`src/rtl/edo_dec_pkg.sv`:
```
package edo_dec_pkg;
  localparam int LANES = 2;

  typedef enum logic [3:0] {
    OP_NONE   = 4'd0,
    OP_READ   = 4'd1,
    OP_EWRITE = 4'd2,
    OP_RMW    = 4'd3,
    OP_ROR    = 4'd4,
    OP_CBR    = 4'd5,
    OP_SELF   = 4'd6,
    OP_HIDDEN = 4'd7
  } op_e;

  typedef enum logic [1:0] {RM_IDLE, RM_ROW, RM_CBR, RM_HIDDEN} rmode_e;

  typedef struct packed {
    logic ras_fall;
    logic ras_rise;
    logic cas_open;
    logic cas_close;
    logic we_fall;
  } strobe_ev_t;

  typedef struct packed {
    logic             ras_lo;
    logic             cas_lo;
    logic             p_cas_lo;
    logic             we_lo;
    logic             oe_lo;
    logic [LANES-1:0] lanes;
  } strobe_lvl_t;
endpackage

```
`src/rtl/edo_strobe_edges.sv`:
```
module edo_strobe_edges
  import edo_dec_pkg::*;
(
  input  logic        clk,
  input  logic        rst_n,
  input  logic        ras_n,
  input  logic        ucas_n,
  input  logic        lcas_n,
  input  logic        we_n,
  input  logic        oe_n,
  output strobe_ev_t  ev,
  output strobe_lvl_t lv
);
  logic [LANES-1:0] cas_n_vec;
  logic [LANES-1:0] lane_act;
  logic p_ras_lo, p_cas_lo, p_we_lo;

  assign cas_n_vec = {ucas_n, lcas_n};

  for (genvar g = 0; g < LANES; g++) begin : g_lane
    assign lane_act[g] = ~cas_n_vec[g];
  end

  assign lv.ras_lo   = ~ras_n;
  assign lv.cas_lo   = |lane_act;
  assign lv.p_cas_lo = p_cas_lo;
  assign lv.we_lo    = ~we_n;
  assign lv.oe_lo    = ~oe_n;
  assign lv.lanes    = lane_act;

  always_ff @(posedge clk or negedge rst_n) begin
    if (!rst_n) begin
      p_ras_lo <= 1'b0;
      p_cas_lo <= 1'b0;
      p_we_lo  <= 1'b0;
    end else begin
      p_ras_lo <= lv.ras_lo;
      p_cas_lo <= lv.cas_lo;
      p_we_lo  <= lv.we_lo;
    end
  end

  assign ev.ras_fall  = lv.ras_lo & ~p_ras_lo;
  assign ev.ras_rise  = ~lv.ras_lo & p_ras_lo;
  assign ev.cas_open  = lv.cas_lo & ~p_cas_lo;
  assign ev.cas_close = ~lv.cas_lo & p_cas_lo;
  assign ev.we_fall   = lv.we_lo & ~p_we_lo;
endmodule

```
`src/rtl/edo_ras_timer.sv`:
```
module edo_ras_timer #(
  parameter int RAS_MAX  = 1000,
  parameter int SELF_CYC = 400
) (
  input  logic clk,
  input  logic rst_n,
  input  logic ras_lo,
  input  logic ras_fall,
  input  logic exempt,
  output logic long_low,
  output logic ras_over
);
  localparam int LIM = (RAS_MAX > SELF_CYC) ? RAS_MAX : SELF_CYC;
  localparam int CW  = $clog2(LIM + 2);

  logic [CW-1:0] cnt;

  always_ff @(posedge clk or negedge rst_n) begin
    if (!rst_n)                    cnt <= '0;
    else if (ras_fall)             cnt <= CW'(1);
    else if (ras_lo && cnt != '1)  cnt <= cnt + CW'(1);
    else if (!ras_lo)              cnt <= '0;
  end

  assign long_low = (cnt >= CW'(SELF_CYC));
  assign ras_over = ras_lo & ~ras_fall & (cnt == CW'(RAS_MAX)) & ~exempt;
endmodule

```
`src/rtl/edo_cycle_classifier.sv`:
```
module edo_cycle_classifier
  import edo_dec_pkg::*;
#(
  parameter int IDX_W = 4
) (
  input  logic             clk,
  input  logic             rst_n,
  input  strobe_ev_t       ev,
  input  strobe_lvl_t      lv,
  input  logic             long_low,
  input  logic             ras_over,
  output logic             row_open,
  output logic             cbr_now,
  output logic             op_valid,
  output op_e              op_code,
  output logic [LANES-1:0] op_lanes,
  output logic [IDX_W-1:0] op_index,
  output logic             proto_err
);
  rmode_e           mode, mode_now;
  logic             held, pend, kept;
  logic             acc_open, acc_seen, acc_ew, acc_rmw;
  logic [LANES-1:0] acc_lanes;
  logic [IDX_W-1:0] idx;
  logic             close, ras_op, pre_err;
  op_e              acc_code, ras_code;

  always_comb begin
    mode_now = mode;
    if (ev.ras_fall) begin
      if (held && lv.cas_lo)             mode_now = RM_HIDDEN;
      else if (lv.p_cas_lo && lv.cas_lo) mode_now = RM_CBR;
      else                               mode_now = RM_ROW;
    end
  end

  assign row_open = ev.cas_open & lv.ras_lo & (mode_now == RM_ROW);
  assign cbr_now  = (mode_now == RM_CBR);
  assign close    = acc_open & (ev.cas_close | ev.ras_rise);
  assign ras_op   = ev.ras_rise & (mode != RM_IDLE) & ((mode != RM_ROW) | ~acc_seen);
  assign pre_err  = ev.cas_close & ~lv.ras_lo & pend;
  assign acc_code = acc_ew ? OP_EWRITE : (acc_rmw ? OP_RMW : OP_READ);

  always_comb begin
    case (mode)
      RM_HIDDEN: ras_code = OP_HIDDEN;
      RM_CBR:    ras_code = (long_low && kept) ? OP_SELF : OP_CBR;
      default:   ras_code = OP_ROR;
    endcase
  end

  always_ff @(posedge clk or negedge rst_n) begin
    if (!rst_n) begin
      mode      <= RM_IDLE;
      held      <= 1'b0;
      pend      <= 1'b0;
      kept      <= 1'b0;
      acc_open  <= 1'b0;
      acc_seen  <= 1'b0;
      acc_ew    <= 1'b0;
      acc_rmw   <= 1'b0;
      acc_lanes <= '0;
      idx       <= '0;
      op_valid  <= 1'b0;
      op_code   <= OP_NONE;
      op_lanes  <= '0;
      op_index  <= '0;
      proto_err <= 1'b0;
    end else begin
      op_valid  <= close | ras_op;
      op_code   <= close ? acc_code : (ras_op ? ras_code : OP_NONE);
      op_lanes  <= close ? acc_lanes : '0;
      op_index  <= close ? idx : '0;
      proto_err <= ras_over | pre_err;

      if (ev.ras_fall)      mode <= mode_now;
      else if (ev.ras_rise) mode <= RM_IDLE;

      if (!lv.cas_lo) held <= 1'b0;
      else if (ev.ras_rise && (acc_open || mode == RM_HIDDEN)) held <= 1'b1;

      if (ev.ras_fall || !lv.cas_lo) pend <= 1'b0;
      else if (ev.cas_open && !lv.ras_lo && !held) pend <= 1'b1;

      if (ev.ras_fall)    kept <= 1'b1;
      else if (!lv.cas_lo) kept <= 1'b0;

      if (ev.ras_fall)               idx <= '0;
      else if (close && idx != '1)   idx <= idx + IDX_W'(1);

      if (row_open)         acc_seen <= 1'b1;
      else if (ev.ras_fall) acc_seen <= 1'b0;

      if (row_open)   acc_open <= 1'b1;
      else if (close) acc_open <= 1'b0;

      if (row_open) begin
        acc_ew    <= lv.we_lo;
        acc_rmw   <= 1'b0;
        acc_lanes <= lv.lanes;
      end else if (acc_open && !close) begin
        if (ev.we_fall && !acc_ew) acc_rmw <= 1'b1;
        acc_lanes <= acc_lanes | lv.lanes;
      end
    end
  end
endmodule

```
`src/rtl/edo_dq_window.sv`:
```
module edo_dq_window (
  input  logic clk,
  input  logic rst_n,
  input  logic ras_lo,
  input  logic cas_lo,
  input  logic we_lo,
  input  logic oe_lo,
  input  logic row_open,
  output logic dq_drive
);
  logic drive_nxt;

  always_comb begin
    drive_nxt = dq_drive;
    if (!ras_lo && !cas_lo)  drive_nxt = 1'b0;
    else if (row_open)       drive_nxt = ~we_lo & oe_lo;
    else if (!oe_lo || we_lo) drive_nxt = 1'b0;
  end

  always_ff @(posedge clk or negedge rst_n) begin
    if (!rst_n) dq_drive <= 1'b0;
    else        dq_drive <= drive_nxt;
  end
endmodule

```
`src/rtl/edo_cycle_decoder.sv`:
```
module edo_cycle_decoder
  import edo_dec_pkg::*;
#(
  parameter int RAS_MAX  = 1000,
  parameter int SELF_CYC = 400,
  parameter int IDX_W    = 4
) (
  input  logic             clk,
  input  logic             rst_n,
  input  logic             ras_n,
  input  logic             ucas_n,
  input  logic             lcas_n,
  input  logic             we_n,
  input  logic             oe_n,
  output logic             op_valid,
  output logic [3:0]       op_code,
  output logic [1:0]       op_lanes,
  output logic [IDX_W-1:0] op_index,
  output logic             dq_drive,
  output logic             proto_err
);
  strobe_ev_t  ev;
  strobe_lvl_t lv;
  logic        long_low, ras_over, row_open, cbr_now;
  op_e         code_q;

  edo_strobe_edges u_edges (
    .clk(clk), .rst_n(rst_n), .ras_n(ras_n), .ucas_n(ucas_n), .lcas_n(lcas_n),
    .we_n(we_n), .oe_n(oe_n), .ev(ev), .lv(lv)
  );

  edo_ras_timer #(.RAS_MAX(RAS_MAX), .SELF_CYC(SELF_CYC)) u_timer (
    .clk(clk), .rst_n(rst_n), .ras_lo(lv.ras_lo), .ras_fall(ev.ras_fall),
    .exempt(cbr_now), .long_low(long_low), .ras_over(ras_over)
  );

  edo_cycle_classifier #(.IDX_W(IDX_W)) u_class (
    .clk(clk), .rst_n(rst_n), .ev(ev), .lv(lv), .long_low(long_low),
    .ras_over(ras_over), .row_open(row_open), .cbr_now(cbr_now),
    .op_valid(op_valid), .op_code(code_q), .op_lanes(op_lanes),
    .op_index(op_index), .proto_err(proto_err)
  );

  edo_dq_window u_dq (
    .clk(clk), .rst_n(rst_n), .ras_lo(lv.ras_lo), .cas_lo(lv.cas_lo),
    .we_lo(lv.we_lo), .oe_lo(lv.oe_lo), .row_open(row_open), .dq_drive(dq_drive)
  );

  assign op_code = code_q;
endmodule

```
`config.mk`:
```
export PLATFORM = sky130hd
export DESIGN_NAME = edo_cycle_decoder
export DESIGN_NICKNAME = d
export VERILOG_FILES = /design/src/rtl/edo_dec_pkg.sv /design/src/rtl/edo_strobe_edges.sv /design/src/rtl/edo_ras_timer.sv /design/src/rtl/edo_cycle_classifier.sv /design/src/rtl/edo_dq_window.sv /design/src/rtl/edo_cycle_decoder.sv
export SDC_FILE = /design/constraint.sdc
export NUM_CORES = 1
export LEC_CHECK = 0
export CAP_MARGIN = 20
export CORE_MARGIN = 2
export CORE_UTILIZATION = 55
export CTS_CLUSTER_SIZE = 25
export DETAILED_ROUTE_END_ITERATION = 8
export GPL_TIMING_DRIVEN = 0
export PLACE_DENSITY = 0.84
export SYNTH_ARGS = -nofsm -noshare
export SYNTH_HDL_FRONTEND = slang
export SYNTH_HIERARCHICAL = 1
export SYNTH_SLANG_ARGS = --single-unit
export TNS_END_PERCENT = 50
```
`constraint.sdc`:
```
create_clock -name clk -period 3.3 [get_ports clk]
set_input_delay 0.33 -clock clk [delete_from_list [all_inputs] [get_ports clk]]
set_output_delay 0.33 -clock clk [all_outputs]
set_load 0.01 [all_outputs]
```
==> Word level (Yosys, flattened, before mapping) <==
Cells that the tools add are included.
Widths: inputs -> output; s select.
{ "op_classes": {"bitwise_logic": 33, "magnitude_cmp": 1, "add_sub_neg": 2, "reduce_logical": 30, "eq_ne": 10, "n_mux": 36} }
{ "op_table": {"columns": ["operator", "count"], "rows": [
  ["$mux 10", 3],
  ["$mux 4", 6],
  ["$mux 2", 10],
  ["$and 1x1->1", 16],
  ["$mux 1", 16],
  ["$reduce_bool 2->1", 8],
  ["$not 1->1", 12],
  ["$logic_and 1x1->1", 11],
  ["$add 10x1->10 const B", 1],
  ["$eq 10x10->1 const B", 1],
  ["$ge 10x9->1 const B", 1],
  ["$ne 10x10->1 const B", 1],
  ["$pmux 4 s2", 1],
  ["$eq 2x2->1 const B", 3],
  ["$reduce_bool 3->1", 2],
  ["$add 4x1->4 const B", 1],
  ["$logic_not 1->1", 4],
  ["$ne 2x2->1 const B", 2],
  ["$ne 4x4->1 const B", 1],
  ["$or 1x1->1", 4],
  ["$logic_or 1x1->1", 3],
  ["$eq 2x1->1 const B", 1],
  ["$ne 2x1->1 const B", 1],
  ["$or 2x2->2", 1],
  ["other kinds (2)", 2]
]} }
{ "totals": {"elab_cells": 132, "ff_bits": 41, "input_bits": 7, "output_inout_bits": 13} }

==> Logic depth before layout (Yosys ltp) <==
{ "logic_depth": {"depth_word": 10, "depth_mapped": 8, "mapped_depth_nobuf": 8} }

==> By module <==
Netlist, hierarchy kept.
{ "by_module_without_submodules": {"columns": ["mod", "cells_per_inst", "area_each_um2", "seq_area_each_um2", "instances"], "rows": [
  ["edo_cycle_classifier", 93, 1086.0, 650.6, 1],
  ["edo_ras_timer", 62, 608.1, 250.2, 1],
  ["edo_strobe_edges", 15, 130.1, 75.1, 1],
  ["edo_dq_window", 3, 43.8, 25.0, 1]
]} }

==> Least setup slack after synthesis <==
No wires, ideal clock.
{ "synth_path": {"path_kind": "register -> register", "from": "register u_edges.p_ras_lo", "to": "register u_class.proto_err", "arrival_time_ps": 1557, "path_stages_with_launch": 9, "t_required_ps": 3180, "synth_period_minus_slack_ps": 1677, "n_path_buf": 1, "setup_ps": 120, "setup_slack_ps": 1623, "cell_sequence": "dfrtp_1 nor2_1 buf_6 mux2i_1 a21boi_0 nor4b_1 nand4_1 nor2_1 a31o_2"} }
{ "synth_rtl": {"columns": ["item", "line", "text"], "rows": [
  ["start, declared", "edo_strobe_edges.sv:16", "logic p_ras_lo, p_cas_lo, p_we_lo;"],
  ["start signal, assigned", "edo_strobe_edges.sv:37", "p_ras_lo <= lv.ras_lo;"],
  ["end signal, assigned", "edo_cycle_classifier.sv:74", "proto_err <= ras_over | pre_err;"],
  ["end, declared", "edo_cycle_classifier.sv:18", "output logic proto_err"]
]} }

==> impl_metrics.env <==
export IMPL_status="completed"
export IMPL_skew_ns=0.00377
export IMPL_portBuffers=18
export IMPL_period_needed_ns=2.02
export IMPL_synth_edf_count=0
export IMPL_slew_headroom=0.431
export IMPL_peakVddDrop_mv=0.250
export IMPL_io_pin_count=20
export IMPL_cts_made_buffers=5
export IMPL_final_common_cell="dfrtp_1"
export IMPL_synth_nets=183
export IMPL_syn2layout_area_growth_pct=15.9
export IMPL_crit_path_max_fanout=10
export IMPL_synthCells=173
export IMPL_finalCritPeriodShare=0.613
export IMPL_routed_wl_um=3520
export IMPL_setup_viol=0
export IMPL_cts_setup_buffers=0
export IMPL_crit_required_ns=3.54
export IMPL_fill_cells=290
export IMPL_max_freq_ghz=0.494
export IMPL_syn_area_um2=1870
export IMPL_drt_antenna_violating_nets=0
export IMPL_final_cell_count_no_fill=244
export IMPL_place_inst=237
export IMPL_crit_end="u_class/proto_err"
export IMPL_hp_class="in -> async"
export IMPL_power_density_nw_per_um2=435
export IMPL_drv_cap=0
export IMPL_initialDrtViolationCount=47
export IMPL_wl_per_cell_um=14.4
export IMPL_die_w_um=62.3
export IMPL_reg2reg_depth=8
export IMPL_maxSlewViolCount=0
export IMPL_cpPeakStageDelay_ns=0.43
export IMPL_seq_area_um2=1000
export IMPL_cts_resized=0
export IMPL_finalSetupTns_ns=0
export IMPL_crit_chain="clkdlybuf4s50_1 -> nor2_1 -> buf_6 -> mux2i_1 -> a21boi_0 -> nor4b_1 -> nand4_1 -> nor2_1 -> a31o_2"
export IMPL_drc=0
export IMPL_dieArea_um2=3880
export IMPL_first_pass_iters=4
export IMPL_synth_top_area_share=0.536
export IMPL_grt_max_degree=41
export IMPL_clock_sink_count=40
export IMPL_critPathLaunch="ras_n"
export IMPL_gr_total_overflow=0
export IMPL_grt_pass1_wl_um=6130
export IMPL_avgSynthCellArea_um2=10.8
export IMPL_dpl_hpwl_um=2550
export IMPL_ys_top_cells_by_area="dfrtp_1, nor2_1, inv_1, and2_1, xnor2_1"
export IMPL_finalWeightedCongestion=0.829
export IMPL_finalPower_uw=943
export IMPL_grt_pass1_vias=1316
export IMPL_ctsHtreeMaxLevel=2
export IMPL_antenna_found_initial=0
export IMPL_hold_buffers=0
export IMPL_diodes=0
export IMPL_synth_seq_area_share=0.536
export IMPL_crit_arrival_ns=2.26
export IMPL_reg2reg_to="u_class/proto_err"
export IMPL_r2r_start="u_edges/p_ras_lo"
export IMPL_synth_area_leader_cell="dfrtp_1"
export IMPL_hold_viol=0
export IMPL_vias_per_cell=5.54
export IMPL_rsz0062_at_grt="no"
export IMPL_coreArea_um2=3310
export IMPL_via_count=1351
export IMPL_cts_root_buffer="clkbuf_4"
export IMPL_async_flop_share=1.00
export IMPL_cpMaxStageDelayCell="clkdlybuf4s50_1"
export IMPL_clock_latency_ns=0.34
export IMPL_path_class="in -> reg"
export IMPL_ff2ff_setup_slack_ns=1.34
export IMPL_yosys_register_bits=40
export IMPL_multi_input_area_um2=761
export IMPL_cp_end_kind="flop"
export IMPL_track_usage=0.204
export IMPL_start_util=0.564
export IMPL_cp_start_kind="input port"
export IMPL_final_layout_size_suffix_gt1_frac=0.126
export IMPL_cts_path_max_buffers=2
export IMPL_p_leak_nw=0.964
export IMPL_rows=21
export IMPL_synthFlopType="dfrtp_1"
export IMPL_worst_pin_slew_ns=0.854
export IMPL_layout_common_cells="dfrtp_1, clkdlybuf4s50_1, nor2_1"
export IMPL_clk_pin_slew_worst_paths_ns=0.11
export IMPL_yosys_warnings=6
export IMPL_cts_tree="yes"
export IMPL_final_nets=208
export IMPL_synth_cell_types=48
export IMPL_cpMostUsedCell="nor2_1"
export IMPL_die_height_um=62.3
==> registers in the layout, summed over array words and instances, names as in the netlist, 2 cells and up <==
register	flops
u_timer/cnt	10
u_class/idx	4
u_class/op_index	4
u_class/op_lanes	2
u_class/op_code	3
u_class/mode	2
u_class/acc_lanes	2
==> worst max-delay path: cells and delay by family <==
family	cells	cell delay [ns]
AND/OR/NAND/NOR	4	0.59
AO/OA/AOI/OAI	2	0.44
buffers and inverters	2	0.64
multiplexers	1	0.27
==> cells in the mapped netlist, types with 2 or more instances <==
master and n:
a22o_1 2, nand2b_1 2, nand4_1 5, dfrtp_1 40, ha_1 3, a211oi_1 2, mux2i_1 3, inv_1 14
nor2b_1 2, nand3b_1 2, nor2_1 17, nand3_1 5, o21ai_1 2, a31oi_1 5, nor3b_1 2, a21oi_1 6
and2_1 8, nand2_1 5, buf_6 3, buf_4 2, o22ai_1 2, o21a_1 3, o21ai_0 7, xnor2_1 5
a21o_1 2, nor3_1 2
==> area by class of cell <==
| class | instances | area share |
|---|---|---|
| buffer | 6 | 0.0248 |
| clock buffer | 7 | 0.0300 |
| inverter | 14 | 0.0243 |
| multi-input combinational | 113 | 0.351 |
| sequential | 40 | 0.462 |
| tap | 46 | 0.0266 |
| timing repair buffer | 18 | 0.0809 |
==> cell families after synthesis <==
| family | count (synthesis) | synth area share |
|---|---|---|
| AND/OR/NAND/NOR | 59 | 0.182 |
| AO/OA/AOI/OAI | 40 | 0.151 |
| flip-flops | 40 | 0.536 |
| buffers and inverters | 20 | 0.0569 |
| XOR/XNOR | 6 | 0.0281 |
| multiplexers | 4 | 0.0241 |
| adder cells (fa/ha/maj) | 3 | 0.0201 |
| other | 1 | 0.00201 |
==> metrics by stage <==
step / area [um2] / utilization / hold WS (ns) / setup WS (ns)
CTS: 2170 / 0.654 / 0.0956 / 1.26
global placement: 2110 / 0.636 / 0.473 / 0.899
floorplan: 1870 / - / 0.0344 / 1.62
detailed placement: 2100 / 0.635 / 0.484 / 0.892
finish: 2170 / 0.654 / 0.0874 / 1.28
global route: 2170 / 0.654 / 0.151 / 1.13
==> how the worst min path moves through the flow <==
| stage | startpoint | depth (start not counted) | end | slack [ns] |
|---|---|---|---|---|
| final | rst_n | 1 | u_class/op_index[0] | 0.09 |
| after global routing | rst_n | 1 | u_class/op_index[3] | 0.15 |
| after CTS | rst_n | 1 | u_class/held | 0.1 |
| after detailed placement | u_class/acc_lanes[1] | 1 | u_class/op_lanes[1] | 0.48 |
| after global placement | u_class/acc_lanes[1] | 1 | u_class/op_lanes[1] | 0.47 |
| after floorplan | rst_n | 0 | u_class/acc_ew | 0.03 |
==> layer usage <==
metal | up-vias | share of wire | GRT usage
met5 | - | 0 | 0
met4 | 0 | 0.013 | 0.0917
met3 | 4 | 0.042 | 0.0507
met2 | 32 | 0.52 | 0.338
met1 | 662 | 0.42 | 0.256
li1 | 653 | - | -
==> power by group <==
group	total [mW]	switching (mW)	internal [mW]
sequential	0.562	0.0331	0.529
combinational	0.113	0.0551	0.0579
clock	0.268	0.147	0.121
No activity file was read; power rests on OpenSTA's default activity.
